<file path="src/rtl/pdseq_pkg.sv">
package pdseq_pkg;

   typedef enum logic [2:0] {
      ST_RUN,
      ST_STOP_OUT,
      ST_OSC_OFF,
      ST_OSC_START,
      ST_SETTLE
   } pd_state_e;

   localparam logic [1:0] CLS_FREE = 2'd0;
   localparam logic [1:0] CLS_CPU  = 2'd1;
   localparam logic [1:0] CLS_PCI  = 2'd2;

endpackage

</file>
<file path="src/rtl/pdseq_sync.sv">
module pdseq_sync #(
   parameter int               WIDTH   = 1,
   parameter logic [WIDTH-1:0] RST_VAL = '1
) (
   input  logic             clk_core,
   input  logic             rst_n,
   input  logic [WIDTH-1:0] d,
   output logic [WIDTH-1:0] q
);

   logic [WIDTH-1:0] stage1;

   // two-flop resynchronizer in the falling-edge domain
   always_ff @(negedge clk_core or negedge rst_n) begin
      if (!rst_n) begin
         stage1 <= RST_VAL;
         q      <= RST_VAL;
      end else begin
         stage1 <= d;
         q      <= stage1;
      end
   end

endmodule

</file>
<file path="src/rtl/pdseq_fsm.sv">
module pdseq_fsm
   import pdseq_pkg::*;
#(
   parameter int XTAL_SETTLE = 4,
   parameter int PLL_SETTLE  = 6
) (
   input  logic clk_core,
   input  logic rst_n,
   input  logic pd_req,
   input  logic all_off,
   output logic run_ok,
   output logic xtal_en,
   output logic vco_en
);

   localparam int MAX_SETTLE = (XTAL_SETTLE > PLL_SETTLE) ? XTAL_SETTLE : PLL_SETTLE;
   localparam int CW         = $clog2(MAX_SETTLE + 1);
   localparam logic [CW-1:0] XS_LOAD = CW'(XTAL_SETTLE - 1);
   localparam logic [CW-1:0] PS_LOAD = CW'(PLL_SETTLE - 1);

   pd_state_e     state, state_nxt;
   logic [CW-1:0] cnt, cnt_nxt;

   always_comb begin
      state_nxt = state;
      cnt_nxt   = cnt;
      case (state)
         ST_RUN:      if (pd_req) state_nxt = ST_STOP_OUT;
         ST_STOP_OUT: if (all_off) state_nxt = ST_OSC_OFF;
         ST_OSC_OFF: begin
            if (!pd_req) begin
               state_nxt = ST_OSC_START;
               cnt_nxt   = XS_LOAD;
            end
         end
         ST_OSC_START: begin
            if (pd_req) begin
               state_nxt = ST_OSC_OFF;
            end else if (cnt == '0) begin
               state_nxt = ST_SETTLE;
               cnt_nxt   = PS_LOAD;
            end else begin
               cnt_nxt = cnt - 1'b1;
            end
         end
         ST_SETTLE: begin
            if (pd_req)          state_nxt = ST_OSC_OFF;
            else if (cnt == '0)  state_nxt = ST_RUN;
            else                 cnt_nxt   = cnt - 1'b1;
         end
         default: state_nxt = ST_OSC_OFF;
      endcase
   end

   always_ff @(negedge clk_core or negedge rst_n) begin
      if (!rst_n) begin
         state <= ST_RUN;
         cnt   <= '0;
      end else begin
         state <= state_nxt;
         cnt   <= cnt_nxt;
      end
   end

   assign run_ok  = (state == ST_RUN) && !pd_req;
   assign xtal_en = (state != ST_OSC_OFF);
   assign vco_en  = (state != ST_OSC_OFF) && (state != ST_OSC_START);

endmodule

</file>
<file path="src/rtl/pdseq_gate_cell.sv">
module pdseq_gate_cell (
   input  logic clk_core,
   input  logic rst_n,
   input  logic src_clk,
   input  logic want,
   output logic gate_en,
   output logic clk_out
);

   // the enable may only move while the source is low
   always_ff @(negedge clk_core or negedge rst_n) begin
      if (!rst_n)        gate_en <= 1'b0;
      else if (!src_clk) gate_en <= want;
   end

   assign clk_out = src_clk & gate_en;

endmodule

</file>
<file path="src/rtl/clk_pwrdn_seq.sv">
module clk_pwrdn_seq
   import pdseq_pkg::*;
#(
   parameter int                  NUM_CH      = 4,
   parameter logic [2*NUM_CH-1:0] CH_CLASS    = 8'b00_10_10_01,
   parameter int                  XTAL_SETTLE = 200000,
   parameter int                  PLL_SETTLE  = 133000,
   parameter int                  CORE_KHZ    = 133333
) (
   input  logic              clk_core,
   input  logic              rst_n,
   input  logic              pwrdn_n,
   input  logic              cpu_stop_n,
   input  logic              pci_stop_n,
   input  logic [NUM_CH-1:0] src_clk,
   output logic [NUM_CH-1:0] gate_en,
   output logic [NUM_CH-1:0] clk_out,
   output logic              xtal_en,
   output logic              vco_en
);

   localparam int SYNC_DEPTH    = 2;
   localparam int BUDGET_CYCLES = CORE_KHZ * 3;
   localparam int UP_CYCLES     = XTAL_SETTLE + PLL_SETTLE + SYNC_DEPTH + 2;

   if (NUM_CH < 1) begin : g_bad_ch
      $error("NUM_CH must be at least 1");
   end
   if (XTAL_SETTLE < 1 || PLL_SETTLE < 1) begin : g_bad_settle
      $error("settle counts must be at least 1");
   end
   if (UP_CYCLES >= BUDGET_CYCLES) begin : g_bad_budget
      $error("restart latency exceeds the 3 ms budget");
   end

   logic [2:0] pins_sync;
   logic       pd_req, cpu_stop, pci_stop;
   logic       run_ok;

   pdseq_sync #(.WIDTH(3), .RST_VAL(3'b111)) u_sync (
      .clk_core (clk_core),
      .rst_n    (rst_n),
      .d        ({pci_stop_n, cpu_stop_n, pwrdn_n}),
      .q        (pins_sync)
   );

   assign pd_req   = ~pins_sync[0];
   assign cpu_stop = ~pins_sync[1];
   assign pci_stop = ~pins_sync[2];

   pdseq_fsm #(.XTAL_SETTLE(XTAL_SETTLE), .PLL_SETTLE(PLL_SETTLE)) u_fsm (
      .clk_core (clk_core),
      .rst_n    (rst_n),
      .pd_req   (pd_req),
      .all_off  (gate_en == '0),
      .run_ok   (run_ok),
      .xtal_en  (xtal_en),
      .vco_en   (vco_en)
   );

   for (genvar i = 0; i < NUM_CH; i++) begin : g_ch
      localparam logic [1:0] CLS = CH_CLASS[2*i +: 2];
      logic want;

      if (CLS == CLS_CPU) begin : g_cpu
         assign want = run_ok & ~cpu_stop;
      end else if (CLS == CLS_PCI) begin : g_pci
         assign want = run_ok & ~pci_stop;
      end else if (CLS == CLS_FREE) begin : g_free
         assign want = run_ok;
      end else begin : g_bad_cls
         $error("unknown channel class");
         assign want = 1'b0;
      end

      pdseq_gate_cell u_gate (
         .clk_core (clk_core),
         .rst_n    (rst_n),
         .src_clk  (src_clk[i]),
         .want     (want),
         .gate_en  (gate_en[i]),
         .clk_out  (clk_out[i])
      );
   end

endmodule

</file>
<file path="config.mk">
export PLATFORM = sky130hd
export DESIGN_NAME = clk_pwrdn_seq
export DESIGN_NICKNAME = d
export VERILOG_FILES = /design/src/rtl/pdseq_pkg.sv /design/src/rtl/pdseq_sync.sv /design/src/rtl/pdseq_fsm.sv /design/src/rtl/pdseq_gate_cell.sv /design/src/rtl/clk_pwrdn_seq.sv
export SDC_FILE = /design/constraint.sdc
export NUM_CORES = 1
export LEC_CHECK = 0
export BUFFER_PORTS_ARGS = -buffer_cell sky130_fd_sc_hd__clkbuf_2
export CORE_ASPECT_RATIO = 1.1
export CORE_MARGIN = 2
export CORE_UTILIZATION = 54
export CTS_CLUSTER_SIZE = 40
export DETAILED_ROUTE_END_ITERATION = 10
export HOLD_SLACK_MARGIN = 0.15
export PLACE_DENSITY = 0.76
export SLEW_MARGIN = 0
export SYNTH_ARGS = -nofsm -noshare
export SYNTH_HDL_FRONTEND = slang
export SYNTH_SLANG_ARGS = --single-unit
</file>
<file path="constraint.sdc">
create_clock -name clk_core -period 4.5 [get_ports clk_core]
set_clock_uncertainty 0.15 [all_clocks]
set_input_delay 0.45 -clock clk_core [delete_from_list [all_inputs] [get_ports clk_core]]
set_output_delay 0.45 -clock clk_core [all_outputs]
set_load 0.02 [all_outputs]
</file>
==> impl_metrics.py, run 1 <==
metrics = {
    "status": {
        "outcome": "complete, no violations",
    },
    "worst_setup_path": {
        "cp-start-kind": "flip-flop",
        "critPathCaptureType": "output pin",
        "required_ps": 3900,
        "cp_num_cells": 3,
        "timing.rr.start": "u_fsm.cnt[0]",
        "cp_slowest_stage_delay_ps": 530,
        "cp_cell_sequence": "and2b_1 -> nand2_1 -> clkbuf_2",
        "cp_num_buf_inv": 1,
        "slowest_stage": "dfrtn_1",
        "cp_top_family": "flip-flops",
        "r2r_slack_ps": 2010,
        "critPathArrivalTime_ps": 3590,
        "crit_start": "u_fsm.state[2]",
        "worst-setup-path-type": "flip-flop to output pin",
        "critical_path_peak_fanout": 9,
        "r2r_end": "u_fsm.cnt[15]",
        "ff2ff_path_depth": 7,
        "crit_end": "xtal_en",
    },
    "finish": {
        "antenna_cells": 0,
        "post-route-util": 0.602,
        "syn2layout_area_growth_pct": 6.17,
        "drive_gt1_frac": 0.235,
        "final_nets": 205,
    },
    "global_route": {
        "grt_pass1_wl_mm": 6.35,
        "grt.met2_usage": 0.347,
        "grt_busiest_layer": "met2",
        "met1_usage": 0.304,
        "grtUsageMet3": 0.0575,
        "grt_max_degree": 32,
        "overflow": 0,
        "grt_pass1_vias": 1347,
        "antenna_found_initial": 0,
        "grtUsageTotal": 0.227,
    },
    "route": {
        "vias": 1413,
        "wl_mm": 3.60,
        "via_per_inst": 6.14,
        "ant_nets": 0,
        "drtIter0Drc": 79,
        "post_drt_wl_per_cell_um": 15.6,
        "drc": 0,
        "dr.pass1.iters": 4,
    },
    "yosys": {
        "syn_nets": 188,
        "yosysSeqAreaShare": 0.449,
        "yosys-top-cells-area": "dfrtn_1 (36%), dfstp_2 (9.0%), buf_4 (3.9%)",
        "synth_top_area_frac": 0.359,
        "synth_edf_count": 0,
        "synth_area_leader_cell": "dfrtn_1",
        "syn_area_per_cell_sq_um": 9.80,
        "synth_cell_types": 56,
        "syn_area_sq_um": 1740,
        "ys.flop_type": "dfrtn_1",
        "yosysWarnings": 0,
        "syn_inst": 178,
        "async_flop_share": 1.00,
        "ys_ff_latch": 31,
    },
    "sta": {
        "setup_viol": 0,
        "hold_slack_ps": 200,
        "setup_tns_ps": 0,
        "grt_setup_unrepaired": "false",
        "hold_violations": 0,
        "setup_slack_ps": 307,
        "drv_slew": 0,
        "tightest_slew_ps": 754,
        "slew_headroom": 0.498,
    },
    "clock_network": {
        "cts_tree": "built",
        "cts_root_buffer": "clkbuf_4",
        "clkSinkCount": 31,
        "post_cts_buffers": 0,
        "cts_made_buffers": 5,
        "clk_pin_slew_ps": 70,
        "insertion_delay_ps": 390,
        "postCtsHoldBufs": 0,
        "h-tree-depth": 2,
        "clockBufferDepth": 2,
        "ctsResizeCount": 0,
    },
    "die": {
        "die_y_um": 63.6,
        "row_count": 21,
        "start_util": 0.567,
        "core_sq_um": 3070,
        "pin_count": 19,
        "die-area_sq_um": 3700,
        "fp.dieW_um": 58.2,
    },
    "power": {
        "total_power_uw": 591,
        "irDropWorstVdd_mv": 0.285,
        "powerDensity_nw_per_um2": 319,
        "power.leakage_uw": 0.000835,
    },
    "placement": {
        "place_congestion": 0.893,
        "hpwl_mm": 2.62,
        "portBuffers": 18,
        "dp_slack_ps": 676,
    },
    "flow_run": {
        "cap_viol_max_count": 0,
    },
    "hold_path": {
        "hp-class": "flip-flop to flip-flop",
    },
}
worst min-delay path by stage:
stage | to | slack, ps | start | cells after the start
detailed placement | u_sync.q[0] | 200 | u_sync.stage1[0] | 0
floorplan | u_sync.q[0] | 200 | u_sync.stage1[0] | 0
CTS | u_sync.q[1] | 200 | u_sync.stage1[1] | 0
global placement | u_sync.q[2] | 200 | u_sync.stage1[2] | 0
finish | u_sync.q[1] | 200 | u_sync.stage1[1] | 0
global route | u_sync.q[0] | 200 | u_sync.stage1[0] | 0
cell usage after synthesis, drive strengths merged, types with 3 or more instances:
library cell,count
o21ai,14
and2,4
dfstp,6
inv,11
nor2,12
a31oi,4
and3,4
o31ai,4
a22oi,3
a21oi,12
buf,13
nor3,5
nand2,15
dfrtn,25
o21a,4
nor4,4
layer usage:
layer	vias to the layer above	part of all wire	wire length, um
met4	0	0.021	74
met2	42	0.47	1690
li1	672	-	-
met1	689	0.46	1640
met3	10	0.054	195
met5	-	0	0
final cells by class:
type                       count  area, sq um
clock buffer                   5         37.5
clock inverter                 9         47.5
fill                         250         1220
inverter                      10         37.5
multi-input combinational    123          813
sequential                    31          783
tap                           34         42.5
timing repair buffer          18         90.1
power by group:
| group | internal, uW | switching (uW) | leakage, uW |
|---|---|---|---|
| sequential | 303 | 26.9 | 0.000355 |
| clock | 71.4 | 123 | 0.0000642 |
| combinational | 25.5 | 41.3 | 0.000416 |
metrics by stage:
stage,cells,area [sq um]
2_1_floorplan,178,1740
3_3_place_gp,217,1770
3_5_place_dp,217,1770
4_1_cts,230,1850
5_1_grt,230,1850
6_report,230,1850
registers in the layout, indices dropped and copies added, names as in the netlist:
register	flops
u_sync.q	3
g_ch.u_gate.gate_en	4
u_fsm.state	3
u_sync.stage1	3
u_fsm.cnt	18
placed cells by master, fill, tap and decap left out, types with 5 or more instances in the layout:
master,netlist,final
dfrtn_1,25,25
clkbuf_2,0,18
inv_1,11,16
nand2_1,15,15
nor2_1,12,12
a21oi_1,9,9
o21ai_0,8,8
dfstp_2,6,6
o21ai_1,5,5
nor3_1,5,5
clkbuf_4,0,5
cells by family after synthesis:
logic type,count (synthesis),synth area share
AO/OA/AOI/OAI,59,0.248
flip-flops,31,0.449
AND/OR/NAND/NOR,61,0.199
buffers and inverters,24,0.0846
adder cells (fa/ha/maj),1,0.00717
XOR/XNOR,1,0.00502
multiplexers,1,0.00646
Power figures use the tool's default switching activity.
==> run 2: changes to the inputs <==
--- a/config.mk
+++ b/config.mk
@@ -8,11 +8,11 @@
 export BUFFER_PORTS_ARGS = -buffer_cell sky130_fd_sc_hd__clkbuf_2
 export CORE_ASPECT_RATIO = 1.1
 export CORE_MARGIN = 2
-export CORE_UTILIZATION = 54
+export CORE_UTILIZATION = 25
 export CTS_CLUSTER_SIZE = 40
 export DETAILED_ROUTE_END_ITERATION = 10
 export HOLD_SLACK_MARGIN = 0.15
-export PLACE_DENSITY = 0.76
+export PLACE_DENSITY = 0.43
 export SLEW_MARGIN = 0
 export SYNTH_ARGS = -nofsm -noshare
 export SYNTH_HDL_FRONTEND = slang
==> constraint.sdc (replaced) <==
create_clock -name clk_core -period 4.5 [get_ports clk_core]
set_clock_uncertainty 0.15 [all_clocks]
set_input_delay 0 -clock clk_core [delete_from_list [all_inputs] [get_ports clk_core]]
set_output_delay 0 -clock clk_core [all_outputs]
set_load 0.02 [all_outputs]
==> impl_metrics.py, run 2 (same netlist as run 1, synthesis figures left out) <==
metrics = {
    "status": {
        "outcome": "complete, no violations",
    },
    "worst_setup_path": {
        "critical_path_peak_fanout": 9,
        "worst-setup-path-type": "flip-flop to output pin",
        "r2r_end": "u_fsm.cnt[15]",
        "cp-start-kind": "flip-flop",
        "r2r_slack_ps": 2040,
        "ff2ff_path_depth": 7,
        "timing.rr.start": "u_fsm.cnt[0]",
        "critPathArrivalTime_ps": 3540,
        "critPathCaptureType": "output pin",
        "required_ps": 4350,
    },
    "power": {
        "total_power_uw": 695,
        "powerDensity_nw_per_um2": 355,
        "power.leakage_uw": 0.000854,
        "irDropWorstVdd_mv": 0.180,
    },
    "route": {
        "wl_mm": 3.95,
        "vias": 1382,
        "drtIter0Drc": 63,
        "post_drt_wl_per_cell_um": 14.2,
        "ant_nets": 0,
        "dr.pass1.iters": 4,
        "drc": 0,
        "via_per_inst": 4.97,
    },
    "finish": {
        "final_nets": 205,
        "mostFrequentLayoutCells": "dfrtn_1 (25), clkbuf_2 (18), inv_1 (16)",
        "largest_register_ffs": 18,
        "multiInputGateArea_sq_um": 813,
        "regMostFlops": "u_fsm.cnt",
        "antenna_cells": 0,
        "fillers": 724,
        "final_common_cell": "dfrtn_1",
        "seqCellArea_sq_um": 783,
        "syn2layout_area_growth_pct": 12.3,
        "reg_top3": "u_fsm.cnt (18), g_ch.u_gate.gate_en (4)",
        "drive_gt1_frac": 0.230,
    },
    "sta": {
        "slew_headroom": 0.465,
        "drv_slew": 0,
        "setup_tns_ps": 0,
        "setup_slack_ps": 808,
        "grt_setup_unrepaired": "false",
        "tightest_slew_ps": 802,
        "setup_viol": 0,
        "hold_violations": 0,
    },
    "clock_network": {
        "clkSinkCount": 31,
        "postCtsHoldBufs": 0,
        "clk_pin_slew_ps": 50,
        "post_cts_buffers": 0,
        "clockBufferDepth": 2,
        "cts_tree": "built",
        "cts_root_buffer": "clkbuf_8",
        "h-tree-depth": 2,
        "ctsResizeCount": 0,
        "insertion_delay_ps": 330,
        "cts_made_buffers": 5,
    },
    "die": {
        "die_y_um": 91.6,
        "core_sq_um": 6670,
        "pin_count": 19,
        "start_util": 0.261,
        "die-area_sq_um": 7660,
        "fp.dieW_um": 83.6,
        "row_count": 31,
    },
    "flow_run": {
        "cap_viol_max_count": 0,
    },
    "global_route": {
        "overflow": 0,
        "antenna_found_initial": 0,
        "grtUsageTotal": 0.108,
        "grt_pass1_vias": 1300,
        "grt_max_degree": 32,
        "grt_pass1_wl_mm": 6.48,
    },
    "hold_path": {
        "min_from": "u_sync.stage1[1]",
        "hp-class": "flip-flop to flip-flop",
        "hold_depth": 0,
        "whs_endpoint": "u_sync.q[1]",
    },
    "placement": {
        "portBuffers": 18,
        "dp_slack_ps": 1130,
        "hpwl_mm": 2.84,
        "place_congestion": 0.782,
    },
}
run 2: cell types whose count changed in the layout (fill, tap and decap cells not counted):
cell,delta
bufinv_16,+1
clkbuf_8,+5
clkinv_1,+1
inv_6,-2
clkbuf_4,-5
run 2: how the worst max path moves through the flow:
stage / start / endpoint / slack [ps] / depth (start not counted)
floorplan: u_fsm.state[2] / xtal_en / 1250 / 2
finish: u_fsm.state[2] / xtal_en / 810 / 3
CTS: u_fsm.state[2] / xtal_en / 810 / 3
global route: u_fsm.state[1] / xtal_en / 740 / 3
detailed placement: u_fsm.state[2] / xtal_en / 1130 / 3
global placement: u_fsm.state[2] / xtal_en / 1130 / 3
run 2: metrics by stage:
stage / instances / hold WS, ps / cell area [sq um] / util
6_report: 278 / 204 / 1960 / 0.294
5_1_grt: 278 / 201 / 1960 / 0.294
4_1_cts: 278 / 205 / 1960 / 0.294
3_5_place_dp: 265 / 198 / 1830 / 0.274
3_3_place_gp: 265 / 195 / 1830 / 0.274
2_1_floorplan: 178 / 77.2 / 1740 / -
run 2: final cells by class:
class / count / share of cell area
Multi-Input combinational cell: 123 / 0.415
Sequential cell: 31 / 0.400
Tap cell: 82 / 0.0524
Timing Repair Buffer: 18 / 0.0460
Clock buffer: 5 / 0.0351
Clock inverter: 9 / 0.0326
Inverter: 10 / 0.0192
run 2: critical path, stage by stage, from the launching register on:
cell	delay, ps
dfrtn_1	510
and2b_1	260
nand2_1	80
clkbuf_2	160
run 2: metal layers:
metal | global-route usage | routed length [um] | vias to the layer above
li1 | - | - | 680
met1 | 0.148 | 1960 | 672
met2 | 0.156 | 1780 | 20
met3 | 0.0218 | 90 | 10
met4 | 0.0632 | 116 | 0
met5 | 0 | 0 | -
run 2: power breakdown:
group,leakage (uW),internal (uW),switching [uW]
sequential,0.000355,303,27.7
combinational,0.000416,25.9,42.2
clock,0.0000838,170,126
==> run 3: changes to the inputs <==
--- a/config.mk
+++ b/config.mk
@@ -5,6 +5,7 @@
 export SDC_FILE = /design/constraint.sdc
 export NUM_CORES = 1
 export LEC_CHECK = 0
+export ABC_AREA = 1
 export BUFFER_PORTS_ARGS = -buffer_cell sky130_fd_sc_hd__clkbuf_2
 export CORE_ASPECT_RATIO = 1.1
 export CORE_MARGIN = 2
@@ -12,7 +13,7 @@
 export CTS_CLUSTER_SIZE = 40
 export DETAILED_ROUTE_END_ITERATION = 10
 export HOLD_SLACK_MARGIN = 0.15
-export PLACE_DENSITY = 0.43
+export PLACE_DENSITY = 0.42
 export SLEW_MARGIN = 0
 export SYNTH_ARGS = -nofsm -noshare
 export SYNTH_HDL_FRONTEND = slang
==> constraint.sdc (replaced) <==
create_clock -name clk_core -period 3.79 [get_ports clk_core]
set_clock_uncertainty 0.15 [all_clocks]
set_input_delay 0 -clock clk_core [delete_from_list [all_inputs] [get_ports clk_core]]
set_output_delay 0 -clock clk_core [all_outputs]
set_load 0.02 [all_outputs]
==> impl_metrics.py, run 3 <==
metrics = {
    "status": {
        "outcome": "complete, no violations",
    },
    "yosys": {
        "synthTopCellsByCount": "nand2_1 (58), nor2_1 (49), inv_1 (30)",
        "synth_area_leader_cell": "dfrtn_1",
        "syn_inst": 245,
        "synth_cell_types": 28,
        "yosys-top-cells-area": "dfrtn_1 (35%), nand2_1 (12%), nor2_1 (10%)",
        "synth_edf_count": 0,
        "async_flop_share": 1.00,
        "ys_ff_latch": 31,
        "yosysWarnings": 0,
        "ys.flop_type": "dfrtn_1",
        "syn_area_per_cell_sq_um": 7.39,
        "syn_nets": 255,
        "yosysSeqAreaShare": 0.433,
        "syn_area_sq_um": 1810,
        "synth_top_area_frac": 0.346,
        "synth_most_common_cell": "nand2_1",
    },
    "clock_network": {
        "clockBufferDepth": 2,
        "h-tree-depth": 2,
        "cts_made_buffers": 5,
        "clkSinkCount": 31,
        "cts_tree": "built",
        "insertion_delay_ps": 340,
        "post_cts_buffers": 0,
        "cts_root_buffer": "clkbuf_8",
        "clk_pin_slew_ps": 50,
        "ctsResizeCount": 0,
        "postCtsHoldBufs": 0,
    },
    "power": {
        "power.leakage_uw": 0.00104,
        "power_frac_seq": 0.371,
        "intPower_uw": 733,
        "p_comb_frac": 0.337,
        "swShare": 0.408,
        "powerDensity_nw_per_um2": 604,
        "irDropWorstVdd_mv": 0.289,
        "p_clk_frac": 0.292,
        "switchingPower_uw": 506,
    },
    "route": {
        "ant_nets": 0,
        "wl_met2_mm": 1.79,
        "dr.pass1.iters": 4,
        "drc": 0,
        "drtIter0Drc": 69,
        "wl_met3_um": 65,
        "via_per_inst": 4.30,
        "routed.top_layer": "met4",
        "post_drt_wl_per_cell_um": 11.3,
        "wl_met1_mm": 2.01,
        "wl_mm": 3.95,
        "vias": 1506,
    },
    "placement": {
        "hpwl_mm": 2.84,
        "portBuffers": 18,
        "place_congestion": 0.736,
        "dp_cells": 337,
    },
    "global_route": {
        "grt_pass1_vias": 1409,
        "overflow": 0,
        "grtUsageTotal": 0.107,
        "grt_pass1_wl_mm": 6.65,
        "antenna_found_initial": 0,
        "grt_max_degree": 32,
    },
    "finish": {
        "syn2layout_area_growth_pct": 13.4,
        "drive_gt1_frac": 0.155,
        "final_nets": 274,
        "mostFrequentLayoutCells": "nand2_1 (58), nor2_1 (49), inv_1 (35)",
        "fin_cells": 350,
        "fillers": 765,
        "final_common_cell": "nand2_1",
        "regMostFlops": "u_fsm.cnt",
        "reg_top3": "u_fsm.cnt (18), g_ch.u_gate.gate_en (4)",
        "antenna_cells": 0,
        "largest_register_ffs": 18,
    },
    "die": {
        "start_util": 0.258,
        "fp.dieW_um": 85.1,
        "die-area_sq_um": 7940,
        "pin_count": 19,
        "die_y_um": 93.3,
        "row_count": 32,
        "core_sq_um": 7010,
    },
    "worst_setup_path": {
        "critPathCaptureType": "output pin",
        "critical_path_peak_fanout": 8,
        "critPathArrivalTime_ps": 3140,
        "required_ps": 3640,
        "cp-start-kind": "flip-flop",
        "worst-setup-path-type": "flip-flop to output pin",
    },
    "hold_path": {
        "hp-class": "input port to output pin",
    },
    "sta": {
        "setup_viol": 0,
        "slew_headroom": 0.466,
        "drv_slew": 0,
        "tightest_slew_ps": 801,
        "hold_violations": 0,
        "grt_setup_unrepaired": "false",
        "setup_tns_ps": 0,
    },
    "flow_run": {
        "cap_viol_max_count": 0,
    },
}
run 3: changes by cell type in the layout (fill, tap and decap cells not counted), moves of 5 or more:
cell     before  now
nor2_1       12   49
nand4_1       1    7
xor2_1        0    5
nand2_1      15   58
nand3_1       2   19
inv_1        16   35
a21oi_1       9    4
run 3: path summary, 6_finish.rpt:
path	start	end	slack, ps	cells past startpoint
max in group asynchronous	rst_n	g_ch[0].u_gate.gate_en	1550	1
worst min register to register	u_sync.stage1[2]	u_sync.q[2]	200	0
worst max-delay path	u_fsm.state[1]	vco_en	500	2
worst min-delay path	src_clk[2]	clk_out[2]	180	4
min in group asynchronous	rst_n	u_fsm.cnt[6]	1410	1
worst max register to register	u_fsm.cnt[0]	u_fsm.cnt[7]	1210	9
run 3: metal layers:
metal / up-vias / global-route usage
li1: 803 / -
met1: 688 / 0.143
met2: 8 / 0.169
met3: 7 / 0.0212
met4: 0 / 0.0437
met5: - / 0
run 3: cell type report:
cell class / count / area [sq um] / area share
multi-input cells: 171 / 820 / 0.399
flip-flops and latches: 31 / 783 / 0.381
inverters: 31 / 116 / 0.0567
well taps: 85 / 106 / 0.0518
repair buffers: 18 / 90.1 / 0.0439
clock buffers: 5 / 68.8 / 0.0335
clock inverters: 9 / 68.8 / 0.0335
run 3: power by group through the flow:
stage               Combinational, uW  Clock [uW]  Sequential, uW
global route                      478         386             471
CTS                               420         373             461
detailed placement                418        11.4             466
finish                            418         362             460
floorplan                         359        11.4             440
global placement                  423        11.4             466
run 3: through the flow:
step                hold WS, ps  power, uW  utilization  area [sq um]  setup WS (ps)
floorplan                  57.2        810            -          1810            990
global placement            176        901        0.274          1920            828
detailed placement          184        896        0.274          1920            820
CTS                         183       1250        0.293          2050            502
global route                192       1340        0.293          2050            396
finish                      178       1240        0.293          2050            503
run 3: worst max-delay path, stage by stage (launching register included):
cell,delay (ps)
dfrtn_1,570
nand2_1,180
clkbuf_2,190
run 3: logic make-up (layout without fill, tap and decap cells):
group | Yosys count | after routing | synth area share
flops | 31 | 31 | 0.433
compound gates | 20 | 20 | 0.0650
buf+inv | 43 | 63 | 0.115
xor+xnor | 8 | 8 | 0.0387
fa+ha+maj | 1 | 1 | 0.00691
simple gates | 142 | 142 | 0.342
